$ cat config.mk
export PLATFORM = sky130hd
export DESIGN_NAME = loop_watchdog
export DESIGN_NICKNAME = d
export VERILOG_FILES = /design/src/rtl/wdt_pkg.sv /design/src/rtl/wdt_prescaler.sv /design/src/rtl/wdt_regs.sv /design/src/rtl/wdt_timeout.sv /design/src/rtl/loop_watchdog.sv
export SDC_FILE = /design/constraint.sdc
export NUM_CORES = 1
export LEC_CHECK = 0
export ABC_AREA = 0
export ABC_CLOCK_PERIOD_IN_PS = 1400
export BUFFER_PORTS_ARGS = -buffer_cell sky130_fd_sc_hd__buf_2
export CORE_MARGIN = 2
export CORE_UTILIZATION = 56
export DETAILED_ROUTE_END_ITERATION = 12
export PLACE_DENSITY = 0.9
export SYNTH_ARGS = -nofsm -noshare
export SYNTH_HDL_FRONTEND = slang
export SYNTH_SLANG_ARGS = --single-unit
export TNS_END_PERCENT = 10
$ cat constraint.sdc
create_clock -name clk_i -period 1.4 [get_ports clk_i]
set_clock_uncertainty 0.15 [all_clocks]
set_input_delay 0 -clock clk_i [delete_from_list [all_inputs] [get_ports clk_i]]
set_output_delay 0 -clock clk_i [all_outputs]
set_load 0.02 [all_outputs]
$ cat src/rtl/wdt_pkg.sv
package wdt_pkg;

  localparam int unsigned CtlStrobeBit = 7;
  localparam int unsigned CtlEnableBit = 4;
  localparam int unsigned CtlActionBit = 3;

  // Extra doubling steps above the base interval for each timeout code.
  // The ladder skips one step at its top code.
  function automatic logic [3:0] step_shift(input logic [2:0] code);
    return (code == 3'd7) ? 4'd8 : {1'b0, code};
  endfunction

endpackage

$ cat src/rtl/wdt_prescaler.sv
module wdt_prescaler #(
  parameter int unsigned PRESCALE_LOG2 = 9
) (
  input  logic clk_i,
  input  logic rst_ni,
  input  logic adv_i,
  output logic tick_o
);

  generate
    if (PRESCALE_LOG2 == 0) begin : g_bypass
      assign tick_o = adv_i;
    end else begin : g_div
      logic [PRESCALE_LOG2-1:0] div_q, div_d;

      always_comb begin
        div_d = div_q;
        if (adv_i) div_d = div_q + 1'b1;
      end

      always_ff @(posedge clk_i or negedge rst_ni) begin
        if (!rst_ni) div_q <= '0;
        else         div_q <= div_d;
      end

      assign tick_o = adv_i & (&div_q);

      // a frozen prescaler keeps its phase
      a_r10_prescaler_hold: assert property (@(posedge clk_i) disable iff (!rst_ni)
        !adv_i |=> $stable(div_q));
    end
  endgenerate

endmodule

$ cat src/rtl/wdt_regs.sv
module wdt_regs
  import wdt_pkg::*;
(
  input  logic       clk_i,
  input  logic       rst_ni,
  input  logic       wr_en_i,
  input  logic       wr_sel_i,
  input  logic [7:0] wr_data_i,
  output logic       run_o,
  output logic       en_o,
  output logic       act_o,
  output logic [2:0] sel_o,
  output logic       restart_o
);

  logic       run_q, run_d;
  logic       en_q, en_d;
  logic       act_q, act_d;
  logic [2:0] sel_q, sel_d;
  logic       ctl_wr;
  logic       unused_bits;

  assign ctl_wr      = wr_en_i & ~wr_sel_i;
  assign restart_o   = ctl_wr & wr_data_i[CtlStrobeBit];
  assign unused_bits = ^wr_data_i[6:5];

  always_comb begin
    run_d = run_q;
    en_d  = en_q;
    act_d = act_q;
    sel_d = sel_q;
    if (wr_en_i && wr_sel_i && !run_q) sel_d = wr_data_i[2:0];
    if (ctl_wr && !run_q) begin
      en_d  = wr_data_i[CtlEnableBit];
      act_d = wr_data_i[CtlActionBit];
    end
    if (restart_o) run_d = 1'b1;
  end

  always_ff @(posedge clk_i or negedge rst_ni) begin
    if (!rst_ni) begin
      run_q <= 1'b0;
      en_q  <= 1'b0;
      act_q <= 1'b0;
      sel_q <= 3'd0;
    end else begin
      run_q <= run_d;
      en_q  <= en_d;
      act_q <= act_d;
      sel_q <= sel_d;
    end
  end

  assign run_o = run_q;
  assign en_o  = en_q;
  assign act_o = act_q;
  assign sel_o = sel_q;

  // settings are locked once running
  a_r7_locked_when_running: assert property (@(posedge clk_i) disable iff (!rst_ni)
    run_q |=> run_q && $stable(en_q) && $stable(act_q) && $stable(sel_q));

  // a zero strobe never starts the watchdog
  a_r6_zero_strobe_inert: assert property (@(posedge clk_i) disable iff (!rst_ni)
    !run_q && !(ctl_wr && wr_data_i[CtlStrobeBit]) |=> !run_q);

endmodule

$ cat src/rtl/wdt_timeout.sv
module wdt_timeout
  import wdt_pkg::*;
#(
  parameter int unsigned BASE_LOG2     = 12,
  parameter int unsigned PRESCALE_LOG2 = 9
) (
  input  logic       clk_i,
  input  logic       rst_ni,
  input  logic       armed_i,
  input  logic       tick_i,
  input  logic       restart_i,
  input  logic [2:0] sel_i,
  input  logic       act_i,
  output logic       rst_req_o,
  output logic       nmi_req_o
);

  localparam int unsigned CntW = BASE_LOG2 + 8 - PRESCALE_LOG2;
  localparam int unsigned Sh0  = BASE_LOG2 - PRESCALE_LOG2;

  logic [CntW-1:0] cnt_q, cnt_d, limit_m1;
  logic            expire;
  logic            rst_q, rst_d, nmi_q, nmi_d;

  always_comb begin
    // Top code overflows the shift to zero, giving an all-ones limit
    limit_m1 = (CntW'(1) << (Sh0 + int'(step_shift(sel_i)))) - CntW'(1);
    expire   = armed_i & tick_i & ~restart_i & (cnt_q == limit_m1);
    cnt_d    = cnt_q;
    if (restart_i)                cnt_d = '0;
    else if (armed_i && tick_i)   cnt_d = expire ? '0 : cnt_q + 1'b1;
    rst_d = expire & act_i;
    nmi_d = expire & ~act_i;
  end

  always_ff @(posedge clk_i or negedge rst_ni) begin
    if (!rst_ni) begin
      cnt_q <= '0;
      rst_q <= 1'b0;
      nmi_q <= 1'b0;
    end else begin
      cnt_q <= cnt_d;
      rst_q <= rst_d;
      nmi_q <= nmi_d;
    end
  end

  assign rst_req_o = rst_q;
  assign nmi_req_o = nmi_q;

  // request is a single-cycle pulse
  a_r4_single_pulse: assert property (@(posedge clk_i) disable iff (!rst_ni)
    (rst_q || nmi_q) |=> !rst_q && !nmi_q);

  // restart wins over a coincident expiry
  a_r12_restart_wins: assert property (@(posedge clk_i) disable iff (!rst_ni)
    restart_i |=> !rst_q && !nmi_q && (cnt_q == '0));

  // no tick, no change in count
  a_r10_r11_count_frozen: assert property (@(posedge clk_i) disable iff (!rst_ni)
    !tick_i && !restart_i |=> $stable(cnt_q));

endmodule

$ cat src/rtl/loop_watchdog.sv
module loop_watchdog
  import wdt_pkg::*;
#(
  parameter int unsigned BASE_LOG2     = 12,
  parameter int unsigned PRESCALE_LOG2 = 9
) (
  input  logic       clk_i,
  input  logic       rst_ni,
  input  logic       wr_en_i,
  input  logic       wr_sel_i,
  input  logic [7:0] wr_data_i,
  input  logic       halt_i,
  input  logic       stop_i,
  input  logic       subclk_i,
  output logic [7:0] mode_rd_o,
  output logic [2:0] sel_rd_o,
  output logic       rst_req_o,
  output logic       nmi_req_o
);

  logic [1:0] rst_sync_q;
  logic       rst_n;
  logic       active, tick;
  logic       run, en, act, restart;
  logic       unused_halt;

  always_ff @(posedge clk_i or negedge rst_ni) begin
    if (!rst_ni) rst_sync_q <= 2'b00;
    else         rst_sync_q <= {rst_sync_q[0], 1'b1};
  end
  assign rst_n = rst_sync_q[1];

  // Halt keeps the main clock running, so it does not gate counting
  assign unused_halt = halt_i;
  assign active      = ~stop_i & ~subclk_i;

  wdt_regs u_regs (
    .clk_i     (clk_i),
    .rst_ni    (rst_n),
    .wr_en_i   (wr_en_i),
    .wr_sel_i  (wr_sel_i),
    .wr_data_i (wr_data_i),
    .run_o     (run),
    .en_o      (en),
    .act_o     (act),
    .sel_o     (sel_rd_o),
    .restart_o (restart)
  );

  wdt_prescaler #(.PRESCALE_LOG2(PRESCALE_LOG2)) u_pre (
    .clk_i  (clk_i),
    .rst_ni (rst_n),
    .adv_i  (active),
    .tick_o (tick)
  );

  wdt_timeout #(.BASE_LOG2(BASE_LOG2), .PRESCALE_LOG2(PRESCALE_LOG2)) u_tmo (
    .clk_i     (clk_i),
    .rst_ni    (rst_n),
    .armed_i   (run & en),
    .tick_i    (tick),
    .restart_i (restart),
    .sel_i     (sel_rd_o),
    .act_i     (act),
    .rst_req_o (rst_req_o),
    .nmi_req_o (nmi_req_o)
  );

  assign mode_rd_o = {3'b000, en, act, 3'b000};

  // never both requests
  a_r5_exclusive: assert property (@(posedge clk_i) disable iff (!rst_n)
    !(rst_req_o && nmi_req_o));

  // a disarmed watchdog stays silent
  a_r8_disarmed_quiet: assert property (@(posedge clk_i) disable iff (!rst_n)
    !(run && en) |=> !rst_req_o && !nmi_req_o);

  // no expiry on a frozen edge
  a_r10_r11_frozen_no_req: assert property (@(posedge clk_i) disable iff (!rst_n)
    (stop_i || subclk_i) |=> !rst_req_o && !nmi_req_o);

endmodule

==> results.py, run 1 <==
metrics = {
    "outcome": {
        "status": "complete, but fails checks",
        "violations": "negative setup slack",
    },
    "sta": {
        "grt_setup_unrepaired": "true",
        "timing.slew.headroom_pct": 64.7,
        "layout_setup_ws_ps": -665,
        "finalHoldViolCount": 0,
        "finalCritPeriodShare_pct": 147,
        "final_max_slew_viol_count": 0,
        "fmax_ghz": 0.484,
        "period_needed_ps": 2060,
        "setup_viol": 20,
        "setup_tns_ps": -7610,
        "max_slew.worst_pin.slew_ps": 529,
    },
    "critical_path": {
        "r2r-start": "u_pre.g_div.div_q[2]$_DFFE_PN0P_",
        "cp-end-kind": "register",
        "path_class": "reg2reg",
        "worstPathRequired_ps": 1500,
        "crit_start": "u_pre.g_div.div_q[2]$_DFFE_PN0P_",
        "worstRegToRegCells": 8,
        "reg2reg_slack_ps": -660,
        "cp.arrival_ps": 2170,
        "crit_path_start_kind": "register",
        "worstPathMaxFanout": 2,
        "r2r_end": "u_tmo.cnt_q[5]$_DFFE_PN0P_",
    },
    "layout": {
        "fin_nets": 250,
        "diodes": 0,
        "area_growth_pct": 40.8,
        "n_fill_cell": 141,
        "fin_util_pct": 82.1,
        "final_layout_size_suffix_gt1_share_pct": 47.4,
        "final_cells": 265,
    },
    "yosys": {
        "ys_warn_count": 0,
        "syn_area_um2": 1750,
        "synth_edf_count": 0,
        "syn_avg_cell_area_um2": 10.7,
        "synth_seq_cells": 30,
        "synth_cell_types": 49,
        "synth_ff_type": "dfrtp_1",
        "yosysSeqAreaShare_pct": 42.9,
        "async_flop_share_pct": 100,
        "syn_inst": 163,
    },
    "grt": {
        "grt_start_max_net_pins": 29,
        "antenna_found_initial": 0,
        "grt_overflow": 0,
        "grt_use_total_pct": 27.5,
        "grt_pass1_vias": 1502,
        "grt_first_pass_wirelength_um": 6960,
    },
    "routing": {
        "drt_iter0_drc": 80,
        "vias": 1618,
        "vias_per_cell": 6.11,
        "dr.pass1.iters": 5,
        "drc": 0,
        "routed_wl_um": 5280,
        "routedWlPerCell_um": 19.9,
        "postRouteAntennaNets": 0,
    },
    "pwr": {
        "p_clk_share_pct": 30.3,
        "internal-power_mw": 2.11,
        "leakage_nw": 1.12,
        "p_switching_mw": 0.928,
        "total_power_mw": 3.04,
        "seqPwrFrac_pct": 38.1,
        "pwr-share-comb_pct": 31.7,
        "cellPowerDensity_nw_per_um2": 1230,
        "ir_drop_mv": 1.12,
        "power.share.switching_pct": 30.5,
    },
    "run": {
        "drv_cap": 0,
    },
    "min_path": {
        "hp-start": "wr_en_i",
        "whs_path_depth": 3,
        "hold_path_class": "in2reg",
        "hold-path-endpoint": "u_regs.en_o$_DFFE_PN0P_",
    },
    "placement": {
        "port_buffers": 18,
        "pre_cts_slack_ps": -655,
        "gp_congestion": 0.897,
        "dp.cells": 243,
        "dp_hpwl_um": 3010,
    },
    "clock_network": {
        "cts.path.max_buffers": 2,
        "tritoncts": "yes",
        "numCtsBuffers": 5,
        "cts_sinks": 30,
        "h-tree-depth": 2,
        "clkSlewWorstSetupHoldPaths_ps": 100,
        "cts-root-buf": "clkbuf_4",
        "insertion_delay_ps": 340,
    },
    "floorplan": {
        "rows": 20,
        "initial_core_util_pct": 58.3,
        "chipWidth_um": 59.9,
        "fp.dieArea_um2": 3590,
        "core_um2": 3000,
        "ioPinCount": 28,
        "die_height_um": 59.9,
    },
}
[placed cells by master (no fill, tap or decap), types with 2 or more instances in the layout]
cell type,Yosys,final
buf_4,8,39
dfrtp_1,30,27
buf_2,2,18
nand2_1,15,14
nand3_1,11,10
dlygate4sd3_1,0,10
conb_1,2,7
nor2_1,8,6
and3_1,7,6
xnor2_1,6,6
mux2_2,7,5
clkbuf_4,0,5
nor3_1,5,4
mux2i_1,3,3
o21ai_0,3,3
nand4_1,3,3
dfrtp_2,0,3
nor2_4,1,2
a2111oi_4,1,2
o21ai_2,1,2
o21ai_1,3,2
nand3b_1,2,2
nor3b_2,1,2
nor3_2,2,2
and4_1,3,2
mux2_4,0,2
nor3_4,1,2
a21oi_1,3,2
nor4_2,2,2
xor2_1,2,2
ha_1,4,2
bufinv_16,0,2
[kinds of logic (layout without fill, tap and decap cells)]
logic type	Yosys count	count (layout)	synth area share [%]
simple gates	73	73	26.4
fa+ha+maj	4	4	2.86
flops	30	30	42.9
mux	10	10	6.21
xor+xnor	8	8	4.00
buf+inv	15	79	5.50
other cells	2	7	0.429
compound gates	21	21	11.7
[cell usage after synthesis, types with 3 or more instances]
cell type / instances / area [um2]
dfrtp_1: 30 / 751
mux2_2: 7 / 78.8
nand2_1: 15 / 56.3
mux2i_1: 3 / 30.0
o21ai_0: 3 / 15.0
nor2_1: 8 / 30.0
a21oi_1: 3 / 15.0
nand4_1: 3 / 18.8
buf_4: 8 / 60.1
nand3_1: 11 / 55.1
xnor2_1: 6 / 52.6
o21ai_1: 3 / 15.0
ha_1: 4 / 50.1
and4_1: 3 / 26.3
and3_1: 7 / 43.8
nor3_1: 5 / 25.0
[stage by stage]
| stage | area, um2 | hold slack [ps] |
|---|---|---|
| global placement | 2110 | -366 |
| finish | 2470 | 45.1 |
| CTS | 2370 | 5.82 |
| floorplan | 1780 | -446 |
| detailed placement | 2110 | -363 |
| global route | 2470 | 51.9 |
[critical path, stage by stage (launching register included)]
cell	delay, ps
dfrtp_1	380
and3_4	210
nand3_4	90
nor2_4	150
ha_4	160
nand4_4	90
or3_4	380
xor2_1	170
nor3_2	200
[worst max-delay path by stage]
| stage | slack, ps | endpoint |
|---|---|---|
| finish | -660 | u_tmo.cnt_q[5]$_DFFE_PN0P_ |
| detailed placement | -660 | u_tmo.cnt_q[2]$_DFFE_PN0P_ |
| global placement | -560 | u_tmo.cnt_q[8]$_DFFE_PN0P_ |
| CTS | -570 | u_tmo.cnt_q[5]$_DFFE_PN0P_ |
| floorplan | -550 | u_tmo.cnt_q[5]$_DFFE_PN0P_ |
| global route | -670 | u_tmo.cnt_q[5]$_DFFE_PN0P_ |
[sequential cells by signal, indices dropped and copies added, names as in the netlist]
signal,cells
u_tmo.cnt_q,11
u_pre.g_div.div_q,9
u_regs.sel_o,3
rst_sync_q,2
u_regs.act_o,1
u_regs.en_o,1
u_regs.run_o,1
u_tmo.nmi_req_o,1
u_tmo.rst_req_o,1
[metal layers]
layer	vias up	GRT usage [%]	share of wire, %
li1	716	-	-
met1	776	30.9	38
met2	100	49.1	51
met3	26	6.28	7.5
met4	0	12.1	3.7
met5	-	0	0
[what timing repair did]
| action | 4_1_cts | 5_1_grt |
|---|---|---|
| setup endpoints to repair | 19 | 20 |
| pin swaps | 3 | 7 |
| cloned | 0 | 0 |
| hold buffers | 10 | 0 |
| gates resized for setup | 11 | 15 |
| buffers inserted | 0 | 4 |
| endpoints found under the hold margin | 9 | 0 |
[power by group through the flow]
stage	sequential (mW)	clock (mW)	combinational, mW
5_1_grt	1.17	0.962	1.02
6_report	1.16	0.920	0.963
4_1_cts	1.14	0.922	0.851
3_3_place_gp	1.13	0	0.758
3_5_place_dp	1.15	0	0.791
2_1_floorplan	1.17	0	0.463
[cell type report]
type	count	area, um2	area share (%)
clock buffer	6	51.3	2.08
clock inverter	2	60.1	2.44
inverter	2	7.51	0.304
multi-input combinational	123	1040	42.1
sequential	30	754	30.6
tap	33	41.3	1.67
timing repair buffer	69	514	20.9
Power figures use the tool's default switching activity.
==> run 2, diff against run 1 <==
Settings changed: RECOVER_POWER from default to 25.
==> run 2 against run 1 <==
- global-route usage did not move
- utilization fell by 0.083 points
- design area shrank 0.10%
- die area did not move
- the run still ends with negative setup slack left
- combinational power is essentially flat
==> results.py, run 2 (synthesis results as in run 1) <==
metrics = {
    "routing": {
        "dr.pass1.iters": 5,
        "routedWlPerCell_um": 19.9,
        "vias": 1618,
        "routed_wl_um": 5280,
        "postRouteAntennaNets": 0,
        "drt_iter0_drc": 79,
        "drc": 0,
        "vias_per_cell": 6.11,
    },
    "placement": {
        "pre_cts_slack_ps": -655,
        "port_buffers": 18,
        "dpl_cell_area_um2": 2110,
        "dp.cells": 243,
        "gp_congestion": 0.897,
        "dp_hpwl_um": 3010,
    },
    "critical_path": {
        "crit_path_cell_trace": "and3_4 -> nand3_4 -> nor2_4 -> ha_4 -> nand4_4 -> or3_4 -> xor2_1 -> nor3_2",
        "worstRegToRegCells": 8,
        "path_class": "reg2reg",
        "worstPathMaxFanout": 2,
        "slowest_stage": "dfrtp_1",
        "crit_path_start_kind": "register",
        "cp.arrival_ps": 2160,
        "worstPathRequired_ps": 1500,
        "slowest_delay_ps": 380,
        "cp-end-kind": "register",
    },
    "pwr": {
        "leakage_nw": 1.12,
        "ir_drop_mv": 1.12,
        "p_clk_share_pct": 30.3,
        "pwr-share-comb_pct": 31.6,
        "power.share.switching_pct": 30.4,
        "cellPowerDensity_nw_per_um2": 1230,
        "p_switching_mw": 0.923,
        "seqPwrFrac_pct": 38.1,
        "internal-power_mw": 2.11,
    },
    "floorplan": {
        "chipWidth_um": 59.9,
        "fp.dieArea_um2": 3590,
        "initial_core_util_pct": 58.3,
        "rows": 20,
        "die_height_um": 59.9,
        "core_um2": 3000,
        "ioPinCount": 28,
    },
    "layout": {
        "final_layout_size_suffix_gt1_share_pct": 47.4,
        "regMostFlops": "u_tmo.cnt_q",
        "diodes": 0,
        "layout_commonest_cell": "buf_4",
        "n_fill_cell": 142,
        "final_cell_mix": "38 x buf_4, 27 x dfrtp_1, 18 x buf_2",
        "area_growth_pct": 40.6,
        "fin_nets": 250,
        "fin_area_um2": 2460,
        "largest_reg_flops": 11,
        "final_cells": 265,
    },
    "grt": {
        "grt_start_max_net_pins": 29,
        "antenna_found_initial": 0,
        "grt_pass1_vias": 1502,
        "grt_use_total_pct": 27.5,
        "grt_overflow": 0,
        "grt_first_pass_wirelength_um": 6960,
    },
    "sta": {
        "finalCritPeriodShare_pct": 147,
        "grt_setup_unrepaired": "true",
        "final_max_slew_viol_count": 0,
        "fmax_ghz": 0.485,
        "max_slew.worst_pin.slew_ps": 689,
        "timing.slew.headroom_pct": 54.1,
        "setup_viol": 20,
        "finalHoldViolCount": 0,
        "layout_setup_ws_ps": -661,
        "period_needed_ps": 2060,
        "setup_tns_ps": -7580,
    },
    "min_path": {
        "whs_path_depth": 3,
        "hold_path_class": "in2reg",
    },
    "clock_network": {
        "cts.path.max_buffers": 2,
        "cts-root-buf": "clkbuf_4",
        "insertion_delay_ps": 330,
        "tritoncts": "yes",
        "h-tree-depth": 2,
        "cts_sinks": 30,
        "clkSlewWorstSetupHoldPaths_ps": 100,
        "numCtsBuffers": 5,
    },
    "run": {
        "drv_cap": 0,
    },
    "outcome": {
        "violations": "negative setup slack",
        "status": "complete, but fails checks",
    },
}
==> run 2: critical path: cells and delay by family, from the launching register on <==
family        cells  cell delay, ps
simple gates      6            1120
xor+xnor          1             170
flops             1             380
fa+ha+maj         1             160
==> run 2: path summary, 6_finish.rpt <==
kind	start	slack, ps	end
setup / recovery	u_pre.g_div.div_q[2]$_DFFE_PN0P_	-660	u_tmo.cnt_q[5]$_DFFE_PN0P_
hold / removal	wr_en_i	50	u_regs.en_o$_DFFE_PN0P_
setup reg to reg	u_pre.g_div.div_q[2]$_DFFE_PN0P_	-660	u_tmo.cnt_q[5]$_DFFE_PN0P_
hold reg to reg	rst_sync_q[1]$_DFF_PN0_	220	u_regs.run_o$_DFFE_PN0P_
max in group asynchronous	rst_sync_q[1]$_DFF_PN0_	390	u_regs.sel_o[0]$_DFFE_PN0P_
min in group asynchronous	rst_sync_q[1]$_DFF_PN0_	220	u_regs.run_o$_DFFE_PN0P_
==> run 2: power by group through the flow <==
stage	logic, mW	clock network (mW)	registers, mW
finish	0.960	0.918	1.16
global route	1.02	0.962	1.17
CTS	0.851	0.922	1.14
detailed placement	0.791	0	1.15
global placement	0.758	0	1.13
floorplan	0.463	0	1.17
==> run 2: area by class of cell <==
| type | instances | area (um2) | share of cell area (%) |
|---|---|---|---|
| Multi-Input combinational cell | 123 | 1040 | 42.1 |
| Sequential cell | 30 | 754 | 30.6 |
| Clock buffer | 6 | 51.3 | 2.08 |
| Inverter | 2 | 7.51 | 0.305 |
| Clock inverter | 2 | 60.1 | 2.44 |
| Timing Repair Buffer | 69 | 512 | 20.8 |
| Tap cell | 33 | 41.3 | 1.68 |
==> run 2: per-layer routing <==
metal  GRT usage [%]  routed length [um]
met5               0                   0
met4            12.1                 210
met3            6.28                 398
met2            49.1                2650
met1            30.9                2010
==> run 2: what timing repair did <==
item                                    in CTS  in global routing
hold endpoints to repair                     9                  0
resized for setup                           11                 15
buffers inserted                             0                  4
endpoints found under the setup margin      19                 20
pin swaps                                    3                  7
hold buffers                                10                  0
==> run 2: metrics by stage <==
stage	utilization [%]	hold WS (ps)	total power, mW
global placement	70.3	-366	1.89
CTS	78.9	5.82	2.91
floorplan	-	-446	1.63
detailed placement	70.3	-363	1.94
finish	82.0	47.6	3.03
global route	82.0	51.9	3.16
==> run 3, diff against run 2 <==
Settings changed: CORE_ASPECT_RATIO from default to 1.2, CORE_UTILIZATION 56 to 55, PLACE_DENSITY 0.9 to 0.89, SYNTH_HIERARCHICAL from default to 1.
==> run 3 against run 2 <==
- the flow still finishes with violations (negative setup slack)
- global-route usage rose by 3.7 points
- first-iteration DRC count rose by 11%
- area after synthesis fell by 2.7%
- sequential power fell by 4%
- largest cell class unchanged
- wire length fell by 1.3%
- total power fell by 9.8%
- sequential cell count did not move
- design area fell by 1.6%
==> results.py, run 3 <==
metrics = {
    "sta": {
        "setup_tns_ps": -9120,
        "max_slew.worst_pin.slew_ps": 687,
        "finalCritPeriodShare_pct": 158,
        "grt_setup_unrepaired": "true",
        "fmax_ghz": 0.452,
        "timing.slew.headroom_pct": 54.2,
        "finalHoldViolCount": 0,
        "setup_viol": 16,
        "final_max_slew_viol_count": 0,
        "period_needed_ps": 2210,
        "layout_setup_ws_ps": -812,
    },
    "critical_path": {
        "slowest_stage": "dfrtp_1",
        "worstPathRequired_ps": 1530,
        "reg2reg_slack_ps": -810,
        "r2r-start": "u_pre/g_div.div_q[0]$_DFFE_PN0P_",
        "worstPathMaxFanout": 8,
        "crit_path_end": "u_tmo/cnt_q[8]$_DFFE_PN0P_",
        "cp-end-kind": "register",
        "crit_path_cell_trace": "ha_2 -> nand3_2 -> nor2_2 -> ha_2 -> and2_4 -> nand2_2 -> or2_4 -> a41o_4 -> buf_6 -> nor2_2 -> a211o_1",
        "r2r_end": "u_tmo/cnt_q[8]$_DFFE_PN0P_",
        "crit_path_start_kind": "register",
        "worstRegToRegCells": 11,
        "cp.arrival_ps": 2350,
        "slowest_delay_ps": 370,
        "path_class": "reg2reg",
        "crit_start": "u_pre/g_div.div_q[0]$_DFFE_PN0P_",
    },
    "layout": {
        "final_layout_size_suffix_gt1_share_pct": 49.2,
        "diodes": 0,
        "layout_commonest_cell": "buf_4",
        "final_cells": 282,
        "regMostFlops": "u_tmo/cnt_q",
        "ff_latch_area_um2": 753,
        "multi_input_area_um2": 975,
        "n_fill_cell": 165,
        "largest_reg_flops": 11,
        "fin_util_pct": 80.8,
        "fin_area_um2": 2420,
        "fin_nets": 264,
        "area_growth_pct": 42.2,
        "final_cell_mix": "46 x buf_4, 28 x dfrtp_1, 19 x buf_2",
    },
    "routing": {
        "drt_iter0_drc": 88,
        "dr.pass1.iters": 5,
        "routed_wl_um": 5210,
        "routedWlPerCell_um": 18.5,
        "postRouteAntennaNets": 0,
        "vias": 1663,
        "vias_per_cell": 5.90,
        "drc": 0,
    },
    "yosys": {
        "syn_area_um2": 1700,
        "yosysTopAreaCell": "dfrtp_1",
        "synth.most_common_cell": "dfrtp_1",
        "ys_warn_count": 6,
        "yosysSeqAreaShare_pct": 44.1,
        "async_flop_share_pct": 100,
        "synth_edf_count": 0,
        "synthTopCellsByArea": "dfrtp_1 44%, mux2_2 4.6%, buf_4 4.4%",
        "synth_cell_types": 43,
        "synthDominantCellAreaShare_pct": 44.1,
        "syn_avg_cell_area_um2": 10.1,
        "synth_seq_cells": 30,
        "synth_ff_type": "dfrtp_1",
        "synthTopCellsByCount": "30 x dfrtp_1, 16 x nand2_1, 15 x nor2_1",
        "syn_inst": 169,
    },
    "min_path": {
        "hp-start": "wr_en_i",
        "hold_path_class": "in2reg",
    },
    "clock_network": {
        "clkSlewWorstSetupHoldPaths_ps": 110,
        "cts.path.max_buffers": 2,
        "h-tree-depth": 2,
        "insertion_delay_ps": 350,
        "cts-root-buf": "clkbuf_4",
        "cts_sinks": 30,
        "tritoncts": "yes",
        "numCtsBuffers": 5,
    },
    "placement": {
        "port_buffers": 18,
        "gp_congestion": 0.827,
        "dp.cells": 255,
        "dp_hpwl_um": 2720,
        "dpl_cell_area_um2": 2070,
    },
    "floorplan": {
        "chipWidth_um": 54.8,
        "rows": 22,
        "initial_core_util_pct": 56.8,
        "fp.dieArea_um2": 3560,
        "core_um2": 3000,
        "die_height_um": 65.0,
        "ioPinCount": 28,
    },
    "run": {
        "drv_cap": 0,
    },
    "grt": {
        "grt_use_total_pct": 31.1,
        "grt_overflow": 0,
        "antenna_found_initial": 0,
        "grt_first_pass_wirelength_um": 7710,
        "grt_start_max_net_pins": 29,
        "grt_pass1_vias": 1697,
    },
    "pwr": {
        "ir_drop_mv": 1.18,
        "cellPowerDensity_nw_per_um2": 1130,
        "leakage_nw": 1.21,
    },
    "outcome": {
        "violations": "negative setup slack",
        "status": "complete, but fails checks",
    },
}
-- run 3: through the flow --
| stage | hold WS [ps] | total power [mW] | worst slack (ps) |
|---|---|---|---|
| final | 101 | 2.74 | -812 |
| after global routing | 107 | 2.85 | -860 |
| after CTS | 97.1 | 2.61 | -726 |
| after detailed placement | -364 | 1.96 | -964 |
| after global placement | -365 | 1.90 | -888 |
| after floorplan | -446 | 1.63 | -845 |
-- run 3: cell type report --
cell class,count,area share (%)
Clock inverter,1,0.207
Timing Repair Buffer,79,23.9
Clock buffer,7,2.27
Multi-Input combinational cell,126,40.2
Sequential cell,30,31.1
Tap cell,36,1.86
Inverter,3,0.465
-- run 3: report_power, final --
| part | leakage (nW) | internal, mW | switching, mW | total (mW) |
|---|---|---|---|---|
| logic | 0.783 | 0.538 | 0.528 | 1.07 |
| clock network | 0.0353 | 0.243 | 0.315 | 0.558 |
| registers | 0.388 | 0.999 | 0.115 | 1.11 |
| total | 1.21 | 1.78 | 0.958 | 2.74 |
-- run 3: worst min-delay path by stage --
| stage | slack (ps) | cells past startpoint | endpoint |
|---|---|---|---|
| 2_1_floorplan | -450 | 0 | rst_sync_q[0]$_DFF_PN0_ |
| 3_3_place_gp | -370 | 1 | rst_sync_q[1]$_DFF_PN0_ |
| 3_5_place_dp | -360 | 1 | rst_sync_q[1]$_DFF_PN0_ |
| 4_1_cts | 100 | 1 | u_pre/g_div.div_q[7]$_DFFE_PN0P_ |
| 5_1_grt | 110 | 4 | u_regs/sel_o[0]$_DFFE_PN0P_ |
| 6_report | 100 | 4 | u_regs/sel_o[0]$_DFFE_PN0P_ |
-- run 3: what timing repair did --
item / 4_1_cts / 5_1_grt
endpoints found under the setup margin: 14 / 17
gates cloned: 1 / 0
endpoints found under the hold margin: 10 / 0
buffers inserted: 6 / 2
pin swaps: 14 / 11
hold buffers: 10 / 0
gates resized for setup: 18 / 13
-- run 3: worst max-delay path: cells and delay by family, from the launching register on --
kind                       cells  cell delay, ps
and+or+nand+nor                6             700
DFF                            1             370
adders and majority gates      2             350
AOI/OAI and AO/OA              2             440
buffers and inverters          1             140
-- run 3: routing by layer --
layer	wire length (um)	share of wire [%]	vias to the layer above	global-route usage, %
met5	0	0	-	0
met4	306	5.9	0	15.6
met3	262	5.0	33	8.06
met2	2880	55	90	56.1
met1	1760	34	809	30.9
li1	-	-	731	-
-- run 3: cell families (layout without fill, tap and decap cells) --
logic type | after synthesis | count (layout) | share of synthesized area, %
AND/OR/NAND/NOR | 73 | 73 | 23.6
multiplexers | 7 | 7 | 4.63
XOR/XNOR | 9 | 9 | 4.63
AO/OA/AOI/OAI | 25 | 26 | 11.1
buffers and inverters | 19 | 90 | 8.66
flip-flops | 30 | 30 | 44.1
adder cells (fa/ha/maj) | 4 | 4 | 2.94
other | 2 | 7 | 0.441
